==> src/rtl/shiftadd_mul_pkg.sv <==
package shiftadd_mul_pkg;

    typedef enum logic [1:0] {
        ST_IDLE  = 2'd0,
        ST_ADD   = 2'd1,
        ST_SHIFT = 2'd2,
        ST_DONE  = 2'd3
    } mul_state_e;

    typedef struct packed {
        logic load;
        logic add;
        logic shift;
    } dp_ctrl_t;

endpackage

==> src/rtl/shiftadd_mul_ctrl.sv <==
module shiftadd_mul_ctrl
    import shiftadd_mul_pkg::*;
(
    input  logic     clk_i,
    input  logic     rst_ni,
    input  logic     start_i,
    input  logic     q_lsb_i,
    input  logic     last_i,
    output dp_ctrl_t dp_o,
    output logic     cnt_load_o,
    output logic     cnt_dec_o,
    output logic     busy_o,
    output logic     done_o
);

    mul_state_e state_q, state_d;

    // state register
    always_ff @(posedge clk_i or negedge rst_ni) begin
        if (!rst_ni) state_q <= ST_IDLE;
        else         state_q <= state_d;
    end

    // transitions: accept, step, next, finish, rest
    always_comb begin
        state_d = state_q;
        unique case (state_q)
            ST_IDLE:  if (start_i) state_d = ST_ADD;
            ST_ADD:   state_d = ST_SHIFT;
            ST_SHIFT: state_d = last_i ? ST_DONE : ST_ADD;
            ST_DONE:  state_d = start_i ? ST_ADD : ST_IDLE;
            default:  state_d = ST_IDLE;
        endcase
    end

    // outputs
    always_comb begin
        dp_o       = '0;
        cnt_load_o = 1'b0;
        cnt_dec_o  = 1'b0;
        busy_o     = 1'b0;
        done_o     = 1'b0;
        unique case (state_q)
            ST_IDLE: begin
                dp_o.load  = start_i;
                cnt_load_o = start_i;
            end
            ST_ADD: begin
                busy_o   = 1'b1;
                dp_o.add = q_lsb_i;
            end
            ST_SHIFT: begin
                busy_o     = 1'b1;
                dp_o.shift = 1'b1;
                cnt_dec_o  = 1'b1;
            end
            ST_DONE: begin
                done_o     = 1'b1;
                dp_o.load  = start_i;
                cnt_load_o = start_i;
            end
            default: ;
        endcase
    end

endmodule

==> src/rtl/shiftadd_mul_counter.sv <==
module shiftadd_mul_counter #(
    parameter int W = 8
) (
    input  logic clk_i,
    input  logic rst_ni,
    input  logic load_i,
    input  logic dec_i,
    output logic last_o
);

    localparam int CW = $clog2(W + 1);

    logic [CW-1:0] cnt_q;

    always_ff @(posedge clk_i or negedge rst_ni) begin
        if (!rst_ni)     cnt_q <= '0;
        else if (load_i) cnt_q <= CW'(W);
        else if (dec_i)  cnt_q <= cnt_q - CW'(1);
    end

    assign last_o = (cnt_q == CW'(1));

endmodule

==> src/rtl/shiftadd_mul_datapath.sv <==
module shiftadd_mul_datapath
    import shiftadd_mul_pkg::*;
#(
    parameter int W = 8
) (
    input  logic           clk_i,
    input  logic           rst_ni,
    input  dp_ctrl_t       ctl_i,
    input  logic [W-1:0]   mcand_i,
    input  logic [W-1:0]   mplier_i,
    output logic           q_lsb_o,
    output logic [2*W-1:0] product_o
);

    logic [W-1:0] acc_q;
    logic [W-1:0] mq_q;
    logic [W-1:0] mcand_q;
    logic         carry_q;
    logic [W:0]   sum;

    assign sum = {1'b0, acc_q} + {1'b0, mcand_q};

    always_ff @(posedge clk_i or negedge rst_ni) begin
        if (!rst_ni) begin
            acc_q   <= '0;
            mq_q    <= '0;
            mcand_q <= '0;
            carry_q <= 1'b0;
        end else if (ctl_i.load) begin
            acc_q   <= '0;
            carry_q <= 1'b0;
            mq_q    <= mplier_i;
            mcand_q <= mcand_i;
        end else if (ctl_i.add) begin
            {carry_q, acc_q} <= sum;
        end else if (ctl_i.shift) begin
            // carry enters accumulator top, accumulator lsb enters multiplier top
            {carry_q, acc_q, mq_q} <= {1'b0, carry_q, acc_q, mq_q[W-1:1]};
        end
    end

    assign q_lsb_o   = mq_q[0];
    assign product_o = {acc_q, mq_q};

endmodule

==> src/rtl/shiftadd_mul.sv <==
module shiftadd_mul
    import shiftadd_mul_pkg::*;
#(
    parameter int W = 8
) (
    input  logic           clk_i,
    input  logic           rst_ni,
    input  logic           start_i,
    input  logic [W-1:0]   mcand_i,
    input  logic [W-1:0]   mplier_i,
    output logic           busy_o,
    output logic           done_o,
    output logic [2*W-1:0] product_o
);

    dp_ctrl_t dp_ctl;
    logic     q_lsb;
    logic     last;
    logic     cnt_load;
    logic     cnt_dec;

    shiftadd_mul_ctrl u_ctrl (
        .clk_i      (clk_i),
        .rst_ni     (rst_ni),
        .start_i    (start_i),
        .q_lsb_i    (q_lsb),
        .last_i     (last),
        .dp_o       (dp_ctl),
        .cnt_load_o (cnt_load),
        .cnt_dec_o  (cnt_dec),
        .busy_o     (busy_o),
        .done_o     (done_o)
    );

    shiftadd_mul_counter #(.W(W)) u_cnt (
        .clk_i  (clk_i),
        .rst_ni (rst_ni),
        .load_i (cnt_load),
        .dec_i  (cnt_dec),
        .last_o (last)
    );

    shiftadd_mul_datapath #(.W(W)) u_dp (
        .clk_i     (clk_i),
        .rst_ni    (rst_ni),
        .ctl_i     (dp_ctl),
        .mcand_i   (mcand_i),
        .mplier_i  (mplier_i),
        .q_lsb_o   (q_lsb),
        .product_o (product_o)
    );

endmodule

==> config.mk <==
export PLATFORM = sky130hd
export DESIGN_NAME = shiftadd_mul
export DESIGN_NICKNAME = d
export VERILOG_FILES = /design/src/rtl/shiftadd_mul_pkg.sv /design/src/rtl/shiftadd_mul_ctrl.sv /design/src/rtl/shiftadd_mul_counter.sv /design/src/rtl/shiftadd_mul_datapath.sv /design/src/rtl/shiftadd_mul.sv
export SDC_FILE = /design/constraint.sdc
export NUM_CORES = 1
export LEC_CHECK = 0
export ABC_AREA = 1
export BUFFER_PORTS_ARGS = -buffer_cell sky130_fd_sc_hd__buf_2
export CAP_MARGIN = 10
export CORE_ASPECT_RATIO = 0.6
export CORE_MARGIN = 3
export CORE_UTILIZATION = 45
export CTS_BUF_LIST = sky130_fd_sc_hd__clkbuf_8
export CTS_CLUSTER_DIAMETER = 40
export DETAILED_ROUTE_END_ITERATION = 10
export GPL_ROUTABILITY_DRIVEN = 0
export HOLD_SLACK_MARGIN = 0.12
export PLACE_DENSITY = 0.67
export SLEW_MARGIN = 10
export SYNTH_ARGS = -nofsm -noshare
export SYNTH_HDL_FRONTEND = slang
export SYNTH_SLANG_ARGS = --single-unit
export TNS_END_PERCENT = 1
==> constraint.sdc <==
create_clock -name clk_i -period 2.2 [get_ports clk_i]
set_input_delay 0.11 -clock clk_i [delete_from_list [all_inputs] [get_ports clk_i]]
set_output_delay 0.11 -clock clk_i [all_outputs]
set_load 0.02 [all_outputs]
; After elaboration in Yosys (flattened, before gate mapping)
; Index checks and enable logic that the tools add are counted.
; Widths: inputs -> output; s select.
[totals]
ff_bits = 31
in_bits = 19
out_inout_bits = 18
elab_cells = 40
[classes]
n_addsub = 2
n_eq_ne = 6
mux = 20
reduce_logical = 6
[op_table]
columns = cell, n
row1 = $mux 8, 6
row2 = $add 8x8->9, 1
row3 = $mux 1, 9
row4 = $mux 4, 2
row5 = $pmux 2 s4, 1
row6 = $eq 2x2->1 const B, 2
row7 = $eq 4x1->1 const B, 1
row8 = $mux 2, 2
row9 = $reduce_or 2->1, 2
row10 = $sub 4x1->4 const B, 1
row11 = $reduce_bool 3->1, 1
row12 = $eq 2x1->1 const B, 1
row13 = $logic_not 2->1, 1
row14 = $ne 2x1->1 const B, 1
row15 = $ne 2x2->1 const B, 1
row16 = $reduce_and 2->1, 1
row17 = $reduce_bool 2->1, 1

; Depth between registers and ports, before layout
; Gate-level depths: netlist (run 1).
[logic_depth]
depth_word = 5
depth_mapped = 12
depth_no_buf = 12

; Modules after synthesis
; A second synthesis (run 1) with hierarchy kept.
[unflattened]
hier_cells = 257
hier_area_um2 = 1958.1
[modules_own_cells]
columns = module, instances, cells_per_inst, area_each_um2, seq_area_each_um2
row1 = shiftadd_mul_datapath, 1, 200, 1527.7, 625.6
row2 = shiftadd_mul_counter, 1, 28, 219.0, 100.1
row3 = shiftadd_mul_ctrl, 1, 29, 211.5, 50.0

; Worst setup path after synthesis (run 1)
; Ideal clock, no wire load.
[synth_timing]
path_kind = reg-to-reg
startpoint = register u_ctrl.state_q[0]
endpoint = register u_dp.acc_q[3]
setup_time_ns = 0.126
t_arrival_ns = 1.569
path_slack_ns = 0.505
stages_incl_launch_ff = 10
n_path_buf = 0
period_less_slack_ns = 1.695
cell_sequence = dfrtp_1 > inv_1 > ha_1 > nor2_8 > nor2_4 > nand2_2 > nand2_2 > nor2_1 > nand2_1 > o21ai_0
[synth_via]
elab_chain_len = 4
word_cells_on_any_way = 11
cone_classes = eq/ne (3) / mux (5) / reduce/logical (3)
[synth_lines]
columns = element, line_no
row1 = "start, declared", shiftadd_mul_ctrl.sv:16  ; mul_state_e state_q, state_d;
row2 = "start signal, assigned", shiftadd_mul_ctrl.sv:21  ; else state_q <= state_d;
row3 = $eq 2x2->1 (tied with other cells), shiftadd_mul_ctrl.sv:43  ; unique case (state_q)
row4 = $reduce_or 2->1 (no source line) / $mux 1 (equally long branches), n/a
row5 = $mux 1 / $mux 8 (equally long branches), "shiftadd_mul_ctrl.sv:43, shiftadd_mul_datapath.sv:34"
row6 = $reduce_bool 3->1 (no source line) / $mux 8 (equally long branches), n/a
row7 = "end signal, assigned", shiftadd_mul_datapath.sv:35  ; {carry_q, acc_q} <= sum;
row8 = "end signal, assigned", shiftadd_mul_datapath.sv:38  ; {carry_q, acc_q, mq_q} <= {1'b0, carry_q, acc_q, mq_q[W-1:1]};
row9 = "end, declared", shiftadd_mul_datapath.sv:15  ; logic [W-1:0] acc_q;
; Parallel ways exist; a longest one is shown, timed or not.
; A chain may end at the register's enable or synchronous reset.

; Worst setup path in the final report (run 1)
[layout_timing]
startpoint = register u_ctrl.state_q[0]
endpoint = register u_dp.acc_q[4]
; The elaborated chain is that of the path after synthesis.

==> results.json, run 1 <==
{
  "status": "completed",
  "fin_worst_skew_ns": 0.00930,
  "drive_above_1_share_pct": 18.4,
  "grt_use_total_pct": 18.2,
  "finalMaxSlewViolations": 0,
  "dieArea_um2": 5020,
  "synthCells": 243,
  "setup.worst_path.start_class": "register",
  "ant_nets": 0,
  "antenna_found_initial": 0,
  "nNetsFinal": 333,
  "synth-edff-count": 0,
  "synthArstFlopShare_pct": 100,
  "synth.avg_cell_area_um2": 7.74,
  "yosysUniqueCellTypes": 27,
  "final_cells": 346,
  "area_growth_pct": 24.4,
  "cp.required_ns": 2.38,
  "worst_ir_drop_vdd_mv": 0.785,
  "hold_viol": 0,
  "period_needed_ns": 1.86,
  "io_pins": 37,
  "cts_resized": 0,
  "dr.pass1.iters": 4,
  "clk_latency_ns": 0.28,
  "route.detailed.drc": 0,
  "vias": 1713,
  "finalCritPeriodShare_pct": 84.6,
  "end_kind": "register",
  "tightest_slew_ns": 0.710,
  "drt_iter0_drc": 124,
  "synthFlopType": "dfrtp_1",
  "clockBufferDepth": 2,
  "via_per_inst": 4.95,
  "rows": 17,
  "hpwl_um": 3170,
  "cts_setup_buffers": 0,
  "grt_max_degree": 32,
  "port_buffers": 36,
  "cts.reportedPaths.clkPinSlew_ns": 0.07,
  "grt_overflow": 0,
  "die_h_um": 56.1,
  "clockRootBuffer": "clkbuf_8",
  "power.density_nw_per_um2": 1500,
  "min_path_type": "input pin to register",
  "setup_violations": 0,
  "postCtsHoldBufs": 17,
  "wl_um": 4360,
  "path_class": "register to register",
  "diodes": 0,
  "cp_max_fo": 18,
  "clock-sinks": 31,
  "drv_cap": 0,
  "synth_nets": 278,
  "initial_utilization_pct": 49.1,
  "coreArea_um2": 3830,
  "setup_tns_ns": 0,
  "ys_seq_area_share_pct": 41.3,
  "synth-seq-cells": 31,
  "dieWidth_um": 89.5,
  "wl_per_cell_um": 12.6,
  "grt_pass1_vias": 1502,
  "yosys_warnings": 0,
  "numCtsBuffers": 5,
  "synth_area_um2": 1880,
  "grt_pass1_wl_um": 7110,
  "relSlewSlack_pct": 52.7,
  "cts_tree": "built",
  "max_freq_ghz": 0.538,
  "htreeDepth": 2,
  "rsz0062_at_grt": "no",
  "dp.cells": 321,
  "crit_arrival_ns": 2.04,
  "p_leak_uw": 0.00125
}
==> per-stage QoR <==
| step | hold slack [ns] | setup WS, ns | util (%) | instance area (um2) | power [uW] |
|---|---|---|---|---|---|
| detailed placement | 0.197 | 0.354 | 54.5 | 2090 | 3040 |
| CTS | 0.228 | 0.341 | 61.1 | 2340 | 3520 |
| global route | 0.265 | 0.186 | 61.1 | 2340 | 3850 |
| global placement | 0.190 | 0.404 | 54.5 | 2090 | 3010 |
| finish | 0.236 | 0.340 | 61.1 | 2340 | 3510 |
| floorplan | -0.186 | 0.505 | - | 1880 | 2590 |
==> cell usage after synthesis, types with 2 or more instances <==
cell	count	area share, %
nand2_1	83	17
dfrtp_1	31	41
nor2_1	26	5.2
inv_1	22	4.4
ha_1	15	10
o21ai_0	12	3.2
a31oi_1	10	3.3
nand3_1	10	2.7
a21oi_1	7	1.9
buf_2	3	0.80
buf_4	2	0.80
inv_2	2	0.40
nand2_2	2	0.67
nand3b_1	2	0.80
nand4_1	2	0.67
nor2_8	2	2.1
or2_2	2	0.67
==> where the power goes <==
part           switching (uW)  total, uW  internal (uW)
logic                    1320       2050            727
registers                 195       1020            828
clock network             219        435            216
total                    1730       3510           1770
==> layout make-up <==
class	instances	area, um2
Fill cell	355	1490
Multi-Input combinational cell	182	973
Sequential cell	31	776
Timing Repair Buffer	54	358
Inverter	24	90.1
Clock buffer	5	68.8
Tap cell	47	58.8
Clock inverter	3	15.0
==> flip-flops by register name, indices dropped and copies added (netlist names) <==
register / count
u_cnt.cnt_q: 4
u_dp.acc_q: 8
u_ctrl.state_q: 2
u_dp.mcand_q: 8
u_dp.carry_q: 1
u_dp.mq_q: 8
==> worst max-delay path: stages, from the launching register on <==
cell	delay, ns
dfrtp_1	0.43
inv_1	0.11
ha_1	0.39
nor2_8	0.25
inv_2	0.19
nand2_2	0.20
nor2_1	0.05
o21ai_1	0.07
nand2_1	0.06
==> kinds of logic after synthesis <==
family                     after synthesis  synth area share [%]
and+or+nand+nor                        133                  30.9
adders and majority gates               16                  11.0
DFF                                     31                  41.3
AOI/OAI and AO/OA                       33                  9.78
buffers and inverters                   30                  6.99
==> layout by cell type (no fill, tap or decap) <==
cell           instances
nand2_1               83
buf_2                 36
dfrtp_1               31
nor2_1                26
inv_1                 22
dlygate4sd3_1         17
ha_1                  15
o21ai_0               12
nand3_1               10
a31oi_1               10
a21oi_1                7
clkbuf_8               5
clkinv_2               3
or2_2                  2
nand3b_1               2
inv_2                  2
nor2_8                 2
nand2_2                2
nand4_1                2
nor2_4                 1
or2_1                  1
and2_1                 1
o21ai_1                1
o22ai_1                1
nor2_2                 1
o21a_1                 1
a211oi_1               1
fa_1                   1
buf_4                  1
==> routing by layer <==
layer / global-route usage, % / share of wire (%) / up-vias
met2: 23.7 / 41 / 57
li1: - / - / 892
met3: 5.18 / 6.1 / 4
met4: 4.88 / 0.89 / 0
met5: 0 / 0 / -
met1: 28.7 / 52 / 760
==> worst paths after layout <==
check                                   from                end  depth (start not counted)  slack, ns
max in group asynchronous             rst_ni    u_dp.mcand_q[4]                          2       1.33
hold reg to reg              u_dp.mcand_q[0]    u_dp.mcand_q[0]                          2       0.48
min in group asynchronous             rst_ni      u_dp.acc_q[2]                          2       0.41
setup / recovery           u_ctrl.state_q[0]      u_dp.acc_q[4]                          8       0.34
hold / removal                       start_i  u_ctrl.state_q[1]                          4       0.24
setup reg to reg           u_ctrl.state_q[0]      u_dp.acc_q[4]                          8       0.34
Power figures use the tool's default switching activity.
==> run 2, diff against run 1 <==
ABC_AREA = 0   (was 1)
PLACE_DENSITY = 0.7   (was 0.67)
clock period = 1.7 ns   (was 2.2 ns; I/O delays follow)
==> results.json, run 2 <==
{
  "drv_cap": 0,
  "setup.worst_path.start_class": "register",
  "synthTopCellsByCount": "nand2_1 (38), dfrtp_1 (31), ha_1 (15)",
  "numCtsBuffers": 5,
  "violations": "negative setup slack",
  "vias": 1542,
  "max_freq_ghz": 0.572,
  "synthArstFlopShare_pct": 100,
  "via_per_inst": 5.01,
  "worst_ir_drop_vdd_mv": 0.845,
  "grt_pass1_wl_um": 7110,
  "dr.pass1.iters": 4,
  "dieArea_um2": 4890,
  "fillers": 337,
  "grt_max_degree": 32,
  "seq_area_um2": 778,
  "fin_util_pct": 65.4,
  "tightest_slew_ns": 0.689,
  "synth_top_area_share_pct": 42.4,
  "yosysUniqueCellTypes": 40,
  "pre_cts_ws_ns": -0.0416,
  "coreArea_um2": 3790,
  "synth-edff-count": 0,
  "period_needed_ns": 1.75,
  "dpl-instance-area_um2": 2210,
  "synthFlopType": "dfrtp_1",
  "clockRootBuffer": "clkbuf_8",
  "synth.avg_cell_area_um2": 9.62,
  "final_cell_mix": "nand2_1 (38), buf_2 (36), dfrtp_1 (29)",
  "area_growth_pct": 35.5,
  "clk_latency_ns": 0.28,
  "cp.required_ns": 1.88,
  "min_path_type": "input pin to register",
  "status": "complete, but fails checks",
  "synthCells": 190,
  "setup_violations": 3,
  "cts.reportedPaths.clkPinSlew_ns": 0.07,
  "rows": 17,
  "finalCritPeriodShare_pct": 103,
  "nNetsFinal": 295,
  "ys_seq_area_share_pct": 42.4,
  "intPower_uw": 2750,
  "cts_setup_buffers": 0,
  "stdcell_area_um2": 2480,
  "die_h_um": 55.4,
  "reg_top3": "u_dp.acc_q x8, u_dp.mcand_q x8, u_dp.mq_q x8",
  "end_kind": "register",
  "power.switching_uw": 2100,
  "yosysTopAreaCell": "dfrtp_1",
  "clockBufferDepth": 2,
  "io_pins": 37,
  "p_leak_uw": 0.00121,
  "multiInputGateArea_um2": 1010,
  "yosysMostFrequentCell": "nand2_1",
  "power.total_uw": 4850,
  "crit_arrival_ns": 1.93,
  "hold_viol": 0,
  "route.detailed.drc": 0,
  "drive_above_1_share_pct": 33.3,
  "power.density_nw_per_um2": 1960,
  "fin_worst_skew_ns": 0.00540,
  "cts_tree": "built",
  "diodes": 0,
  "synth-seq-cells": 31,
  "wl_per_cell_um": 13.6,
  "relSlewSlack_pct": 54.1,
  "grt_overflow": 0,
  "seqPwrFrac_pct": 26.8,
  "setup_tns_ns": -0.105,
  "setup_slack_ns": -0.0473,
  "grt_use_total_pct": 18.7,
  "layout_commonest_cell": "nand2_1",
  "finalMaxSlewViolations": 0,
  "htreeDepth": 2,
  "comb_power_share_pct": 60.1,
  "hpwl_um": 2990,
  "clkPwrFrac_pct": 13.0,
  "drt_iter0_drc": 46,
  "netSwitchingFraction_pct": 43.4,
  "dieWidth_um": 88.3,
  "wl_um": 4190,
  "synth_area_um2": 1830,
  "synthTopCellsByArea": "dfrtp_1 (42%), ha_1 (10%), nand2_1 (7.8%)",
  "port_buffers": 36,
  "antenna_found_initial": 0,
  "clock-sinks": 31,
  "yosys_warnings": 0,
  "path_class": "register to register",
  "cp_max_fo": 2,
  "rsz0062_at_grt": "yes",
  "grt_pass1_vias": 1506,
  "initial_utilization_pct": 48.3,
  "ant_nets": 0,
  "synth_nets": 225
}
run 2: area by class of cell:
class | count | share of cell area, %
multi-input cells | 142 | 40.6
flip-flops and latches | 31 | 31.4
repair buffers | 72 | 20.4
clock buffers | 7 | 3.89
well taps | 47 | 2.37
inverters | 8 | 1.21
clock inverters | 1 | 0.152
run 2: routing by layer:
layer / share of wire (%) / GRT usage, %
met5: 0 / 0
met4: 0.95 / 5.60
met3: 5.0 / 4.92
met2: 42 / 25.2
met1: 52 / 29.0
run 2: cells by family (layout without fill, tap and decap cells):
logic type                 after synthesis  count (layout)  share of synthesized area (%)
muxes                                   13              13                           7.19
xor gates and xnor gates                 7               7                           3.35
buffers and inverters                   17              88                           4.65
AOI/OAI and AO/OA                       42              42                           14.8
DFF                                     31              31                           42.4
adders and majority gates               16              16                           11.4
and+or+nand+nor                         64              64                           16.2
run 2: timing repair:
| item | in CTS | in global routing |
|---|---|---|
| endpoints found under the setup margin | 4 | 13 |
| gates resized for setup | 2 | 8 |
| hold buffers | 15 | 0 |
| pin swaps | 1 | 1 |
| endpoints found under the hold margin | 45 | 0 |
run 2: metrics by stage:
step	hold WS [ns]	instances
global placement	0.171	285
CTS	0.127	308
global route	0.127	308
floorplan	-0.211	190
detailed placement	0.177	285
finish	0.0935	308
run 2: power by group through the flow:
stage	Clock (uW)	Combinational (uW)	Sequential [uW]
global route	686	3260	1350
global placement	0	2780	1290
detailed placement	0	2820	1300
finish	632	2910	1300
floorplan	0	1790	1470
CTS	655	2880	1290
run 2: worst max-delay path, stage by stage, from the launching register on:
cell and delay [ns]:
dfrtp_1 0.40, ha_1 0.30, a21o_1 0.20, a21oi_2 0.17
o21ai_2 0.08, and3_4 0.18, a2111oi_2 0.31
run 2: final timing paths:
kind                            startpoint         endpoint  slack [ns]  depth (start not counted)
min                            mplier_i[2]     u_dp.mq_q[2]        0.09                          3
max in group asynchronous           rst_ni    u_dp.acc_q[1]        0.84                          2
min in group asynchronous           rst_ni  u_dp.mcand_q[1]        0.38                          2
max                        u_dp.mcand_q[1]    u_dp.acc_q[5]       -0.05                          6
min reg2reg                u_dp.mcand_q[4]  u_dp.mcand_q[4]        0.49                          2
max reg2reg                u_dp.mcand_q[1]    u_dp.acc_q[5]       -0.05                          6
